<file path="config.mk">
export PLATFORM = sky130hd
export DESIGN_NAME = fetch_seq_core
export DESIGN_NICKNAME = d
export VERILOG_FILES = /design/src/rtl/seq_pkg.sv /design/src/rtl/seq_phase_gen.sv /design/src/rtl/seq_pc_unit.sv /design/src/rtl/seq_ir_stage.sv /design/src/rtl/fetch_seq_core.sv
export SDC_FILE = /design/constraint.sdc
export NUM_CORES = 1
export LEC_CHECK = 0
export BUFFER_PORTS_ARGS = -buffer_cell sky130_fd_sc_hd__buf_2
export CAP_MARGIN = 30
export CORE_ASPECT_RATIO = 0.5
export CORE_MARGIN = 1.5
export CORE_UTILIZATION = 54
export CTS_BUF_LIST = sky130_fd_sc_hd__clkbuf_4 sky130_fd_sc_hd__clkbuf_8
export CTS_CLUSTER_DIAMETER = 120
export CTS_CLUSTER_SIZE = 30
export DETAILED_ROUTE_END_ITERATION = 6
export PLACE_DENSITY = 0.79
export RECOVER_POWER = 100
export SLEW_MARGIN = 10
export SYNTH_ARGS = -nofsm -noshare
export SYNTH_HDL_FRONTEND = slang
export SYNTH_SLANG_ARGS = --single-unit
</file>
<file path="constraint.sdc">
create_clock -name clk -period 3.15 [get_ports clk]
set_input_delay 0.63 -clock clk [delete_from_list [all_inputs] [get_ports clk]]
set_output_delay 0.63 -clock clk [all_outputs]
set_load 0.05 [all_outputs]
</file>
<file path="src/rtl/seq_pkg.sv">
package seq_pkg;
   localparam int WORD_W     = 16;
   localparam int JMP_TGT_W  = 20;
   localparam logic [WORD_W-1:0] NOP_WORD = 16'h0000;

   function automatic logic is_abs_jump(input logic [WORD_W-1:0] w);
      return w[15:8] == 8'hEF;
   endfunction

   function automatic logic is_pair_head(input logic [WORD_W-1:0] w);
      return w[15:12] == 4'hC;
   endfunction

   function automatic logic is_tail_word(input logic [WORD_W-1:0] w);
      return w[15:12] == 4'hF;
   endfunction

   function automatic logic [JMP_TGT_W-1:0] jump_target(input logic [WORD_W-1:0] head,
                                                        input logic [WORD_W-1:0] tail);
      return {tail[11:0], head[7:0]};
   endfunction
endpackage

</file>
<file path="src/rtl/seq_phase_gen.sv">
module seq_phase_gen #(
   parameter int PHASES = 4
) (
   input  logic              clk,
   input  logic              rst_n,
   output logic [PHASES-1:0] ph_onehot,
   output logic              cyc_end
);
   localparam int CNT_W = $clog2(PHASES);
   localparam logic [CNT_W-1:0] LAST = CNT_W'(PHASES - 1);

   if (PHASES != 4) begin : g_bad_phases
      $error("seq_phase_gen: phase roles require exactly four phases");
   end

   logic [CNT_W-1:0] cnt;

   always_ff @(posedge clk) begin
      if (!rst_n)          cnt <= '0;
      else if (cnt == LAST) cnt <= '0;
      else                 cnt <= cnt + 1'b1;
   end

   for (genvar i = 0; i < PHASES; i++) begin : g_dec
      assign ph_onehot[i] = (cnt == CNT_W'(i));
   end

   assign cyc_end = (cnt == LAST);


   phase_wrap_chk: assert property (@(posedge clk) disable iff (!rst_n)
      (cnt == LAST) |=> (cnt == '0));

   phase_step_chk: assert property (@(posedge clk) disable iff (!rst_n)
      (cnt != LAST) |=> (cnt == $past(cnt) + 1'b1));
endmodule

</file>
<file path="src/rtl/seq_pc_unit.sv">
module seq_pc_unit
   import seq_pkg::*;
#(
   parameter int PC_W  = 21,
   parameter int OFF_W = 11
) (
   input  logic                 clk,
   input  logic                 rst_n,
   input  logic                 adv,
   input  logic                 jump_en,
   input  logic [JMP_TGT_W-1:0] jump_word,
   input  logic                 br_en,
   input  logic [OFF_W-1:0]     br_off,
   output logic [PC_W-1:0]      pc_byte
);
   localparam int WA_W = PC_W - 1;

   if (PC_W < 9 || PC_W > 32) begin : g_bad_pcw
      $error("seq_pc_unit: PC_W out of range");
   end
   if (OFF_W < 2 || OFF_W > WA_W) begin : g_bad_offw
      $error("seq_pc_unit: OFF_W must fit the word address");
   end

   logic [WA_W-1:0] pc_w;
   logic [WA_W-1:0] tgt_w;
   logic [WA_W-1:0] disp_w;
   logic [WA_W-1:0] pc_nxt;

   // Absolute target width adaptation
   if (WA_W == JMP_TGT_W) begin : g_tgt_eq
      assign tgt_w = jump_word;
   end else if (WA_W > JMP_TGT_W) begin : g_tgt_ext
      assign tgt_w = {{(WA_W-JMP_TGT_W){1'b0}}, jump_word};
   end else begin : g_tgt_trunc
      assign tgt_w = jump_word[WA_W-1:0];
   end

   // Relative displacement sign extension
   if (OFF_W == WA_W) begin : g_off_eq
      assign disp_w = br_off;
   end else begin : g_off_sext
      assign disp_w = {{(WA_W-OFF_W){br_off[OFF_W-1]}}, br_off};
   end

   always_comb begin
      if (jump_en)    pc_nxt = tgt_w;
      else if (br_en) pc_nxt = pc_w + disp_w;
      else            pc_nxt = pc_w + 1'b1;
   end

   always_ff @(posedge clk) begin
      if (!rst_n)   pc_w <= '0;
      else if (adv) pc_w <= pc_nxt;
   end

   assign pc_byte = {pc_w, 1'b0};


   pc_hold_chk: assert property (@(posedge clk) disable iff (!rst_n)
      !adv |=> $stable(pc_w));
endmodule

</file>
<file path="src/rtl/seq_ir_stage.sv">
module seq_ir_stage
   import seq_pkg::*;
(
   input  logic              clk,
   input  logic              rst_n,
   input  logic              load,
   input  logic              flush,
   input  logic [WORD_W-1:0] fetch_word,
   output logic [WORD_W-1:0] ir,
   output logic              nop,
   output logic              second
);
   logic pend_nxt;
   logic nop_nxt;

   always_comb begin
      pend_nxt = !nop && !second && is_pair_head(ir) && !flush;
      nop_nxt  = flush || (is_tail_word(fetch_word) && !pend_nxt);
   end

   always_ff @(posedge clk) begin
      if (!rst_n) begin
         ir     <= NOP_WORD;
         nop    <= 1'b1;
         second <= 1'b0;
      end else if (load) begin
         ir     <= fetch_word;
         nop    <= nop_nxt;
         second <= pend_nxt;
      end
   end


   ir_hold_chk: assert property (@(posedge clk) disable iff (!rst_n)
      !load |=> $stable(ir));

   second_live_chk: assert property (@(posedge clk) disable iff (!rst_n)
      second |-> !nop);
endmodule

</file>
<file path="src/rtl/fetch_seq_core.sv">
module fetch_seq_core
   import seq_pkg::*;
#(
   parameter int PC_W  = 21,
   parameter int OFF_W = 11
) (
   input  logic              clk,
   input  logic              rst_n,
   output logic [PC_W-1:0]   pmem_addr,
   input  logic [15:0]       pmem_rdata,
   input  logic              br_taken,
   input  logic [OFF_W-1:0]  br_offset,
   output logic [3:0]        phase,
   output logic [15:0]       ir_word,
   output logic              ex_nop,
   output logic              ex_second,
   output logic              ex_jump,
   output logic              rd_stb,
   output logic              wr_stb
);
   localparam int PHASES = 4;

   logic                 cyc_end;
   logic                 jump_en;
   logic                 br_en;
   logic                 redirect;
   logic [JMP_TGT_W-1:0] jump_word;

   seq_phase_gen #(.PHASES(PHASES)) u_phase (
      .clk       (clk),
      .rst_n     (rst_n),
      .ph_onehot (phase),
      .cyc_end   (cyc_end)
   );

   always_comb begin
      jump_en   = !ex_nop && is_abs_jump(ir_word);
      br_en     = !ex_nop && !jump_en && br_taken;
      redirect  = jump_en || br_en;
      jump_word = jump_target(ir_word, pmem_rdata);
   end

   seq_pc_unit #(.PC_W(PC_W), .OFF_W(OFF_W)) u_pc (
      .clk       (clk),
      .rst_n     (rst_n),
      .adv       (cyc_end),
      .jump_en   (jump_en),
      .jump_word (jump_word),
      .br_en     (br_en),
      .br_off    (br_offset),
      .pc_byte   (pmem_addr)
   );

   seq_ir_stage u_ir (
      .clk        (clk),
      .rst_n      (rst_n),
      .load       (cyc_end),
      .flush      (redirect),
      .fetch_word (pmem_rdata),
      .ir         (ir_word),
      .nop        (ex_nop),
      .second     (ex_second)
   );

   assign ex_jump = jump_en;
   assign rd_stb  = phase[1] && !ex_nop;
   assign wr_stb  = phase[3] && !ex_nop;


   flush_after_redirect_chk: assert property (@(posedge clk) disable iff (!rst_n)
      (cyc_end && redirect) |=> ex_nop);

   pc_step_chk: assert property (@(posedge clk) disable iff (!rst_n)
      (cyc_end && !redirect) |=> (pmem_addr == $past(pmem_addr) + PC_W'(2)));

   rd_pulse_chk: assert property (@(posedge clk) disable iff (!rst_n)
      rd_stb |=> !rd_stb);

   wr_pulse_chk: assert property (@(posedge clk) disable iff (!rst_n)
      wr_stb |=> !wr_stb);
endmodule

</file>
==> results.py <==
metrics = {
    "routing": {
        "ant_nets": 0,
        "vias": 2758,
        "drt-total-wl_um": 7810,
        "drc_errors": 0,
        "first_pass_iters": 5,
        "wire_per_inst_um": 16.7,
        "drt-vias-per-instance": 5.89,
        "drt_iter0_markers": 190,
    },
    "power": {
        "clkPwrFrac_pct": 33.1,
        "irDropWorstVdd_uv": 252,
        "power_density_mw_per_mm2": 360,
        "p_int_uw": 813,
        "p_seq_share_pct": 45.0,
        "power_frac_comb_pct": 21.9,
        "switchingPower_uw": 394,
        "leakagePower_nw": 1.43,
        "swShare_pct": 32.6,
    },
    "final_layout": {
        "regArea_um2": 823,
        "area_delta_synth_final_pct": 26.0,
        "fin_nets": 455,
        "drive_above_1_share_pct": 27.9,
        "fill_cells": 379,
        "multi_input_area_mm2": 0.00185,
        "diodes": 0,
        "finalNonFillerCells": 468,
    },
    "sta": {
        "rsz0062_at_grt": "true",
        "timing_worst_slew_pin_value_ps": 800,
        "hold_viol": 0,
        "relSlewSlack_pct": 46.4,
        "finalSetupViolations": 0,
        "fmax_ghz": 0.325,
        "period_minus_slack_ps": 3070,
        "timing.hold.ws_ps": 497,
        "period_share_pct": 97.6,
        "maxSlewViolCount": 0,
        "finalClockSkew_ps": 7.48,
    },
    "cts": {
        "clock_sinks": 40,
        "cts_max_level": 2,
        "clkTransAtPathRegs_ps": 80,
        "cts_tree": "done",
        "clockBufferDepth": 2,
        "cts-root-buf": "clkbuf_8",
        "clkLatencyLatePin_ps": 300,
        "hold_buffers": 0,
        "cts_buffers": 5,
    },
    "global_route": {
        "grt_first_pass_wirelength_um": 11300,
        "grt_max_degree": 27,
        "grt_usage_pct": 28.3,
        "antenna_found_initial": 0,
        "grt_overflow": 0,
        "grt_pass1_vias": 2285,
    },
    "logic_synthesis": {
        "ys_seq_area_share_pct": 30.1,
        "synthCells": 323,
        "syn-num-nets": 377,
        "ys_types": 54,
        "synth_warnings": 0,
        "synth_area_mm2": 0.00266,
        "synth_flop_cell": "dfxtp_1",
        "synth_edf_count": 0,
        "ys_async_sr_fraction_pct": 0,
        "syn_area_per_cell_um2": 8.24,
        "ys_ff_latch": 40,
    },
    "critical_path": {
        "r2r_slack_ps": 80,
        "rr_startpoint": "u_ir.ir[12]$_SDFFE_PN0P_",
        "start_kind": "flip-flop",
        "worst-setup-path-type": "flip-flop to flip-flop",
        "r2r-end": "u_pc.pc_w[18]$_SDFFE_PN0P_",
        "critPathRequiredTime_ps": 3330,
        "worst_ep_arrival_time_ps": 3250,
        "cp_max_fo": 11,
        "ff2ff_path_depth": 13,
        "crit_path_end_kind": "flip-flop",
    },
    "run": {
        "cap_viol_max_count": 0,
    },
    "placement": {
        "io_buffers": 74,
        "routabilityCongestion": 0.899,
        "place_inst": 459,
        "dp_hpwl_um": 5600,
    },
    "worst_hold_path": {
        "worstHoldPathCells": 1,
        "hp-class": "flip-flop to flip-flop",
        "whs_endpoint": "u_ir.second$_SDFFE_PN0P_",
        "hold_path_startpoint": "u_ir.second$_SDFFE_PN0P_",
    },
    "floorplan": {
        "die_w_um": 102,
        "die_area_mm2": 0.00538,
        "core_mm2": 0.00457,
        "boundaryPins": 76,
        "rows": 17,
        "start_util_pct": 58.2,
        "die-height_um": 52.6,
    },
    "outcome": {
        "status": "complete, no violations",
    },
}
## repair_timing
action,4_1_cts,5_1_grt
setup endpoints to repair,0,8
setup buffers,0,1
endpoints found under the hold margin,0,0
gates resized for setup,0,26
## per-layer routing
| metal | wire length (um) | track usage (%) |
|---|---|---|
| met2 | 3570 | 44.8 |
| met3 | 588 | 4.53 |
| met5 | 0 | 0 |
| met1 | 3580 | 40.0 |
| met4 | 57 | 7.53 |
## power by group through the flow
stage	Combinational (mW)	Clock, mW	Sequential (mW)
after floorplan	0.132	0	0.608
after global placement	0.252	0	0.551
after detailed placement	0.257	0	0.553
after CTS	0.258	0.403	0.541
after global routing	0.281	0.428	0.547
final	0.264	0.399	0.544
## state kept, by name, summed over array words and instances (netlist names)
signal,cells
u_pc.pc_w,20
u_ir.ir,16
u_phase.cnt,2
u_ir.nop,1
u_ir.second,1
## cell usage in the layout (no fill, tap or decap), types with 3 or more instances in the layout
master / n
clkbuf_1: 20
nor2_1: 34
dfxtp_1: 32
nor3_1: 4
a311oi_1: 3
ha_2: 4
nand3_1: 6
a22oi_1: 10
nand3_2: 3
ha_1: 16
buf_4: 13
a31oi_1: 3
inv_1: 11
clkbuf_8: 7
dfxtp_4: 5
mux2i_1: 16
xor2_1: 8
dfxtp_2: 3
xnor2_1: 10
and2_1: 10
nand2b_1: 3
buf_2: 55
nand2_1: 28
o21ai_0: 22
or3_1: 3
a21oi_1: 21
ha_4: 3
a21oi_2: 3
## worst max-delay path, stage by stage (launching register included)
cell and delay [ps]:
dfxtp_2 330, nand3b_1 180, or3_1 320, nor3b_1 140, buf_4 180, and2_1 160, ha_1 350, nand2b_4 110
a21oi_2 60, o311a_1 360, a211o_1 360, o221ai_2 150, xor2_1 170, o21ai_1 70
## per-stage QoR
| stage | util (%) | power [mW] | instance area [um^2] | setup slack [ps] | TNS, ps |
|---|---|---|---|---|---|
| 2_1_floorplan | - | 0.740 | 2680 | 63.2 | 0 |
| 3_3_place_gp | 68.9 | 0.803 | 3150 | 74.5 | 0 |
| 3_5_place_dp | 68.9 | 0.810 | 3150 | 21.5 | 0 |
| 4_1_cts | 71.1 | 1.20 | 3250 | 7.35 | 0 |
| 5_1_grt | 73.3 | 1.26 | 3350 | -37.7 | -95.4 |
| 6_report | 73.3 | 1.21 | 3350 | 75.8 | 0 |
## final cells by class
cell class	count	share of cell area (%)
well taps	66	2.46
multi-input cells	254	55.1
clock buffers	8	3.10
inverters	12	1.42
repair buffers	88	13.4
flip-flops and latches	40	24.6
## worst max path at each step
stage	startpoint	endpoint	slack (ps)
5_1_grt	u_ir.ir[12]$_SDFFE_PN0P_	u_pc.pc_w[18]$_SDFFE_PN0P_	-40
2_1_floorplan	u_ir.ir[14]$_SDFFE_PN0P_	u_pc.pc_w[18]$_SDFFE_PN0P_	60
4_1_cts	u_ir.ir[10]$_SDFFE_PN0P_	u_pc.pc_w[19]$_SDFFE_PN0P_	7
6_report	u_ir.ir[12]$_SDFFE_PN0P_	u_pc.pc_w[18]$_SDFFE_PN0P_	80
3_5_place_dp	u_ir.ir[12]$_SDFFE_PN0P_	u_pc.pc_w[16]$_SDFFE_PN0P_	20
3_3_place_gp	u_ir.ir[10]$_SDFFE_PN0P_	u_pc.pc_w[18]$_SDFFE_PN0P_	70
## cell usage after synthesis (4+ instances only)
| cell | count | area (um^2) |
|---|---|---|
| clkbuf_1 | 11 | 41.3 |
| and2_1 | 11 | 68.8 |
| dfxtp_1 | 40 | 801 |
| nor2b_1 | 4 | 25.0 |
| a21oi_1 | 24 | 120 |
| xor2_1 | 8 | 70.1 |
| mux2i_1 | 16 | 160 |
| a22oi_1 | 10 | 75.1 |
| o21ai_0 | 23 | 115 |
| xnor2_1 | 10 | 87.6 |
| nand3_1 | 9 | 45.0 |
| ha_1 | 23 | 288 |
| nand2b_1 | 4 | 25.0 |
| nor2_1 | 34 | 128 |
| nand2_1 | 28 | 105 |
| inv_1 | 11 | 41.3 |
| nor3_1 | 4 | 20.0 |
## logic make-up after synthesis
family | after synthesis | synth area share, %
xor+xnor | 18 | 5.92
compound gates | 89 | 22.4
mux | 16 | 6.02
other cells | 1 | 0.141
buf+inv | 29 | 5.08
simple gates | 106 | 18.8
flops | 40 | 30.1
fa+ha+maj | 24 | 11.6
Power figures use the tool's default switching activity.
